`src/rtl/wlev_pkg.sv`:
```
package wlev_pkg;
  typedef enum logic [2:0] {
    ST_IDLE, ST_ENTER, ST_STROBE, ST_WAIT, ST_SAMPLE, ST_STEP, ST_EXIT, ST_DONE
  } wlev_state_t;
endpackage

```
`src/rtl/wlev_vote.sv`:
```
module wlev_vote #(
  parameter int SYNC_STAGES = 2
) (
  input  logic clk,
  input  logic rst,
  input  logic din,
  input  logic shift,
  output logic vote
);
  logic [SYNC_STAGES-1:0] sync_q;
  logic [2:0]             win_q;

  always_ff @(posedge clk) begin
    if (rst) begin
      sync_q <= '0;
      win_q  <= '0;
    end else begin
      sync_q <= {sync_q[SYNC_STAGES-2:0], din};
      if (shift) win_q <= {win_q[1:0], sync_q[SYNC_STAGES-1]};
    end
  end

  assign vote = (win_q[0] & win_q[1]) | (win_q[0] & win_q[2]) | (win_q[1] & win_q[2]);
endmodule

```
`src/rtl/wlev_lane.sv`:
```
module wlev_lane #(
  parameter int TAP_W = 6
) (
  input  logic             clk,
  input  logic             rst,
  input  logic             clr,
  input  logic             step,
  input  logic             vote,
  output logic [TAP_W-1:0] tap,
  output logic             err,
  output logic             fin_nxt
);
  localparam logic [TAP_W-1:0] TAP_MAX = {TAP_W{1'b1}};

  logic seen0_q, locked_q, err_q;
  logic [TAP_W-1:0] tap_q;
  logic fin;

  assign fin     = locked_q | err_q;
  assign fin_nxt = fin | (step & ((vote & seen0_q) | (tap_q == TAP_MAX)));
  assign tap     = tap_q;
  assign err     = err_q;

  always_ff @(posedge clk) begin
    if (rst || clr) begin
      tap_q    <= '0;
      seen0_q  <= 1'b0;
      locked_q <= 1'b0;
      err_q    <= 1'b0;
    end else if (step && !fin) begin
      if (vote && seen0_q) begin
        locked_q <= 1'b1;
      end else begin
        if (!vote) seen0_q <= 1'b1;
        if (tap_q == TAP_MAX) err_q <= 1'b1;
        else                  tap_q <= tap_q + 1'b1;
      end
    end
  end

  // a finished lane keeps its tap until cleared
  assert_tap_hold_R5: assert property (@(posedge clk) disable iff (rst)
    (fin && !clr) |=> $stable(tap_q));
  // tap moves by at most one step per cycle outside a clear
  assert_tap_single_step_R4: assert property (@(posedge clk) disable iff (rst)
    !clr |=> (tap_q == $past(tap_q) || tap_q == $past(tap_q) + 1'b1));
  // an error flag only sits on the last tap
  assert_err_at_max_R8: assert property (@(posedge clk) disable iff (rst)
    err_q |-> tap_q == TAP_MAX);
endmodule

```
`src/rtl/wlev_cal_top.sv`:
```
module wlev_cal_top
  import wlev_pkg::*;
#(
  parameter int LANES       = 4,
  parameter int TAP_W       = 6,
  parameter int SETTLE_W    = 8,
  parameter int ENTER_WAIT  = 8,
  parameter int SYNC_STAGES = 2
) (
  input  logic                   clk,
  input  logic                   rst,
  input  logic                   start,
  input  logic [SETTLE_W-1:0]    settle,
  input  logic [LANES-1:0]       lane_fb,
  output logic                   busy,
  output logic                   done,
  output logic                   pass,
  output logic                   lvl_en,
  output logic                   odt_lvl,
  output logic                   dqs_pulse,
  output logic [LANES*TAP_W-1:0] taps,
  output logic [LANES-1:0]       lane_err
);
  localparam int EW_W  = $clog2(ENTER_WAIT + 1);
  localparam int CNT_W = (EW_W > SETTLE_W) ? EW_W : SETTLE_W;
  localparam logic [CNT_W-1:0] ENTER_LIM = CNT_W'(ENTER_WAIT - 1);
  localparam logic [CNT_W-1:0] SAMP_LIM  = CNT_W'(2);

  wlev_state_t st_q, st_nxt;
  logic [CNT_W-1:0] cnt_q, settle_lim;
  logic [LANES-1:0] vote, fin_nxt;
  logic accept, step, shift;

  assign accept     = (st_q == ST_IDLE) && start;
  assign step       = (st_q == ST_STEP);
  assign shift      = (st_q == ST_SAMPLE);
  assign settle_lim = (settle == '0) ? '0 : CNT_W'(settle - 1'b1);

  for (genvar g = 0; g < LANES; g++) begin : g_lane
    wlev_vote #(.SYNC_STAGES(SYNC_STAGES)) u_vote (
      .clk(clk), .rst(rst), .din(lane_fb[g]), .shift(shift), .vote(vote[g])
    );
    wlev_lane #(.TAP_W(TAP_W)) u_lane (
      .clk(clk), .rst(rst), .clr(accept), .step(step), .vote(vote[g]),
      .tap(taps[g*TAP_W +: TAP_W]), .err(lane_err[g]), .fin_nxt(fin_nxt[g])
    );
  end

  always_comb begin
    st_nxt = st_q;
    case (st_q)
      ST_IDLE:   if (start) st_nxt = ST_ENTER;
      ST_ENTER:  if (cnt_q == ENTER_LIM) st_nxt = ST_STROBE;
      ST_STROBE: st_nxt = ST_WAIT;
      ST_WAIT:   if (cnt_q >= settle_lim) st_nxt = ST_SAMPLE;
      ST_SAMPLE: if (cnt_q == SAMP_LIM) st_nxt = ST_STEP;
      ST_STEP:   st_nxt = (&fin_nxt) ? ST_EXIT : ST_STROBE;
      ST_EXIT:   st_nxt = ST_DONE;
      ST_DONE:   st_nxt = ST_IDLE;
      default:   st_nxt = ST_IDLE;
    endcase
  end

  always_ff @(posedge clk) begin
    if (rst) begin
      st_q      <= ST_IDLE;
      cnt_q     <= '0;
      busy      <= 1'b0;
      done      <= 1'b0;
      pass      <= 1'b0;
      lvl_en    <= 1'b0;
      odt_lvl   <= 1'b0;
      dqs_pulse <= 1'b0;
    end else begin
      st_q      <= st_nxt;
      cnt_q     <= (st_nxt != st_q) ? '0 : cnt_q + 1'b1;
      busy      <= (st_nxt != ST_IDLE) && (st_nxt != ST_DONE);
      lvl_en    <= (st_nxt inside {ST_ENTER, ST_STROBE, ST_WAIT, ST_SAMPLE, ST_STEP});
      odt_lvl   <= (st_nxt inside {ST_ENTER, ST_STROBE, ST_WAIT, ST_SAMPLE, ST_STEP, ST_EXIT});
      dqs_pulse <= (st_nxt == ST_STROBE);
      if (accept) begin
        done <= 1'b0;
        pass <= 1'b0;
      end else if (st_nxt == ST_DONE) begin
        done <= 1'b1;
        pass <= ~|lane_err;
      end
    end
  end

  // strobes only go out with leveling mode on
  assert_dqs_in_level_R3: assert property (@(posedge clk) disable iff (rst)
    dqs_pulse |-> (lvl_en && odt_lvl));
  // a strobe is never longer than one cycle
  assert_dqs_single_R3: assert property (@(posedge clk) disable iff (rst)
    dqs_pulse |=> !dqs_pulse);
  // termination stays on whenever leveling mode is on
  assert_odt_covers_R9: assert property (@(posedge clk) disable iff (rst)
    lvl_en |-> odt_lvl);
  // termination drops one cycle after leveling mode
  assert_odt_after_lvl_R9: assert property (@(posedge clk) disable iff (rst)
    $fell(lvl_en) |=> $fell(odt_lvl));
  // completion is never reported while busy
  assert_done_idle_R10: assert property (@(posedge clk) disable iff (rst)
    done |-> (!busy && !lvl_en));
endmodule

```
`config.mk`:
```
export PLATFORM = sky130hd
export DESIGN_NAME = wlev_cal_top
export DESIGN_NICKNAME = d
export VERILOG_FILES = /design/src/rtl/wlev_pkg.sv /design/src/rtl/wlev_vote.sv /design/src/rtl/wlev_lane.sv /design/src/rtl/wlev_cal_top.sv
export SDC_FILE = /design/constraint.sdc
export NUM_CORES = 1
export LEC_CHECK = 0
export BUFFER_PORTS_ARGS = -buffer_cell sky130_fd_sc_hd__buf_2
export CORE_UTILIZATION = 38
export CTS_CLUSTER_DIAMETER = 120
export CTS_CLUSTER_SIZE = 14
export DETAILED_ROUTE_END_ITERATION = 10
export PLACE_DENSITY = 0.62
export SLEW_MARGIN = 15
export SYNTH_ARGS = -nofsm -noshare
export SYNTH_HDL_FRONTEND = slang
export SYNTH_SLANG_ARGS = --single-unit
```
`constraint.sdc`:
```
create_clock -name clk -period 9.25 [get_ports clk]
set_input_delay 0.4625 -clock clk [delete_from_list [all_inputs] [get_ports clk]]
set_output_delay 0.4625 -clock clk [all_outputs]
set_load 0.005 [all_outputs]
```
==> results.py <==
metrics = {
    "sta": {
        "slew_headroom": 0.2379,
        "hold_viol": 0,
        "clock_skew_ps": 11.25,
        "setup_viol": 0,
        "fmax_mhz": 291.3,
        "slew_viol_final": 0,
        "rsz0062_at_grt": "false",
        "fin_crit_sh": 0.3711,
        "fin_tns_setup_ps": 0,
        "fin_crit_ps": 3432,
        "worst_pin_slew_ps": 1137,
    },
    "route": {
        "drt_first_pass_iters": 6,
        "postRouteAntennaNets": 0,
        "via_count": 2605,
        "drc_errors": 0,
        "via_per_inst": 4.990,
        "first_iter_violations": 91,
        "drt-total-wl_um": 6188,
        "wl_per_cell_um": 11.85,
    },
    "cts": {
        "cts_tree": "built",
        "cts_hold_buffers": 0,
        "cts_setup_buffers": 0,
        "clk_latency_ps": 340,
        "clk_pin_slew_ps": 80,
        "htreeDepth": 3,
        "cts_buffers": 9,
        "max-clock-path-buffers": 2,
        "cts.sinks": 73,
        "cts_root_buf": "clkbuf_8",
        "cts_resized": 0,
    },
    "yosys": {
        "ys_seq_area_frac": 0.4350,
        "yosys_most_used_dff": "dfxtp_1",
        "synth_seq_cells": 73,
        "synth_area_leaders": "dfxtp_1 44%, nor2_1 7.2%, ha_1 5.6%, mux2i_1 4.8%, xor2_1 4.7%",
        "synth-edff-count": 0,
        "syn_inst": 369,
        "syn_area_sq_um": 3359,
        "synth_top_area_frac": 0.4350,
        "synth_area_leader_cell": "dfxtp_1",
        "yosysUniqueCellTypes": 49,
        "yosys_warnings": 0,
        "async_flop_share": 0,
        "syn_nets": 399,
        "avgSynthCellArea_sq_um": 9.104,
    },
    "worst_hold_path": {
        "whs_endpoint": "g_lane[3].u_vote.sync_q[0]",
        "min_path_cells": 2,
        "hold_path_class": "in2reg",
        "worstHoldStart": "lane_fb[3]",
    },
    "global_route": {
        "grt_pass1_wl_um": 10230,
        "antenna_found_initial": 0,
        "grt_pass1_vias": 2310,
        "overflow": 0,
        "grt_start_max_net_pins": 36,
        "track_usage": 0.1431,
    },
    "pwr": {
        "vdd_drop_max_mv": 0.08264,
        "leakage_nw": 1.595,
        "power_mw": 0.6450,
        "power_per_cell_area_nw_per_um2": 165.8,
    },
    "finish": {
        "antenna_cells": 0,
        "syn_to_final_growth_pct": 15.83,
        "fin_nets": 442,
        "fin_cells": 522,
        "drive_gt1_frac": 0.1918,
        "final_util": 0.4642,
    },
    "die": {
        "placeableCoreArea_sq_um": 8382,
        "die-area_sq_um": 9221,
        "die_x_um": 96.03,
        "num_rows": 33,
        "ios": 49,
        "start_util": 0.4008,
        "die_h_um": 96.03,
    },
    "setup_path": {
        "r2r_slack_ps": 6810,
        "critPathLaunchType": "primary input",
        "rr_endpoint": "busy",
        "endpoint_kind": "flop",
        "worstReg2RegStart": "cnt_q[0]",
        "r2r_cells": 8,
        "required_ps": 9490,
        "crit_type": "in2reg",
        "critPathArrivalTime_ps": 3670,
        "path_max_fanout": 6,
    },
    "flow_run": {
        "cap_violations": 0,
    },
    "placement": {
        "port_buffers": 48,
        "gp_congestion": 0.7386,
        "dp_cells": 506,
        "dpl.hpwl_um": 4507,
    },
    "run_status": {
        "status": "completed",
    },
}
==> registers in the layout, summed over array words and instances (netlist names), 3 cells and up <==
register / flops
g_lane.u_vote.win_q: 12
g_lane.u_lane.seen0_q: 4
cnt_q: 8
g_lane.u_vote.sync_q: 8
g_lane.u_lane.tap: 24
g_lane.u_lane.locked_q: 4
g_lane.u_lane.err: 4
st_q: 3
==> where the power goes <==
part           leakage (nW)  internal (mW)  switching [mW]
Clock                 0.118          0.180           0.114
Sequential            0.591          0.318         0.00249
Combinational         0.886         0.0131          0.0176
==> cells by family after synthesis <==
| logic type | count (synthesis) | synth area share |
|---|---|---|
| fa+ha+maj | 19 | 0.06816 |
| xor+xnor | 28 | 0.07300 |
| flops | 73 | 0.4350 |
| buf+inv | 24 | 0.03315 |
| mux | 16 | 0.04767 |
| simple gates | 169 | 0.2544 |
| compound gates | 40 | 0.08865 |
==> placed cells by master, fill, tap and decap left out, drive strengths merged, types with 2 or more instances in the layout <==
cell type,netlist,layout
nand4,6,6
o21ai,2,2
and3,13,13
bufinv,0,3
or2,2,2
nor3,12,12
clkinv,0,2
nand3b,2,2
buf,9,48
a31oi,8,8
o21a,5,5
mux2i,16,16
dfxtp,73,73
nand2b,2,2
xor2,18,18
xnor2,10,10
maj3,4,4
and2,3,3
nor2b,13,13
a21oi,12,12
o31ai,2,2
nand2,25,25
nand3,15,15
or3,3,3
nor3b,2,2
inv,8,8
clkbuf,7,11
nor4,3,3
ha,15,15
nor2,65,65
a221oi,3,3
a21o,2,2
==> per-layer routing <==
metal	track usage	part of all wire
met4	0.06343	0.018
met1	0.1868	0.49
met2	0.2275	0.46
met5	0	0
met3	0.02844	0.031
==> layout make-up <==
| type | instances | area (sq um) |
|---|---|---|
| inverters | 8 | 30.03 |
| fillers | 825 | 4491 |
| clock buffers | 11 | 131.4 |
| well taps | 105 | 131.4 |
| clock inverters | 5 | 103.9 |
| repair buffers | 48 | 240.2 |
| multi-input cells | 272 | 1793 |
| flip-flops and latches | 73 | 1461 |
==> critical path, stage by stage <==
cell	delay, ps
buf_2	100
inv_1	60
ha_1	150
nor2b_1	240
nand3b_1	150
or3_1	410
and2_1	200
ha_1	270
nand2b_1	140
a2111oi_0	490
o32ai_1	200
or2_2	320
and3_1	220
a221oi_1	250
==> Yosys cell counts (3+ instances only) <==
library cell and n:
a221oi_1 3, a31oi_1 8, nor2b_1 13, mux2i_1 16, o21a_1 4, nor3_1 9, or3_1 3, xnor2_1 10
nor3_2 3, buf_4 4, xor2_1 18, and2_1 3, nor2_1 64, nand2_1 25, a21oi_1 12, clkbuf_1 7
dfxtp_1 73, inv_1 8, ha_1 15, nand4_1 6, and3_1 11, nand3_1 15, buf_2 5, maj3_1 3
==> through the flow <==
stage / instance area (sq um) / worst slack [ps] / hold slack [ps]
3_5_place_dp: 3655 / 5518 / 422.6
6_report: 3891 / 5818 / 330.7
4_1_cts: 3890 / 5868 / 316.7
3_3_place_gp: 3655 / 5722 / 417.8
2_1_floorplan: 3359 / 6009 / 413.8
5_1_grt: 3891 / 5643 / 329.3
==> worst max path at each step <==
stage               cells after the start  slack [ps]  startpoint       to
floorplan                              13        6010   settle[0]     busy
global placement                       14        5720   settle[0]  odt_lvl
detailed placement                     14        5520   settle[0]     busy
CTS                                    14        5870   settle[0]     busy
global route                           14        5640   settle[0]     busy
finish                                 14        5820   settle[0]     busy
(Power assumes the default switching activity.)
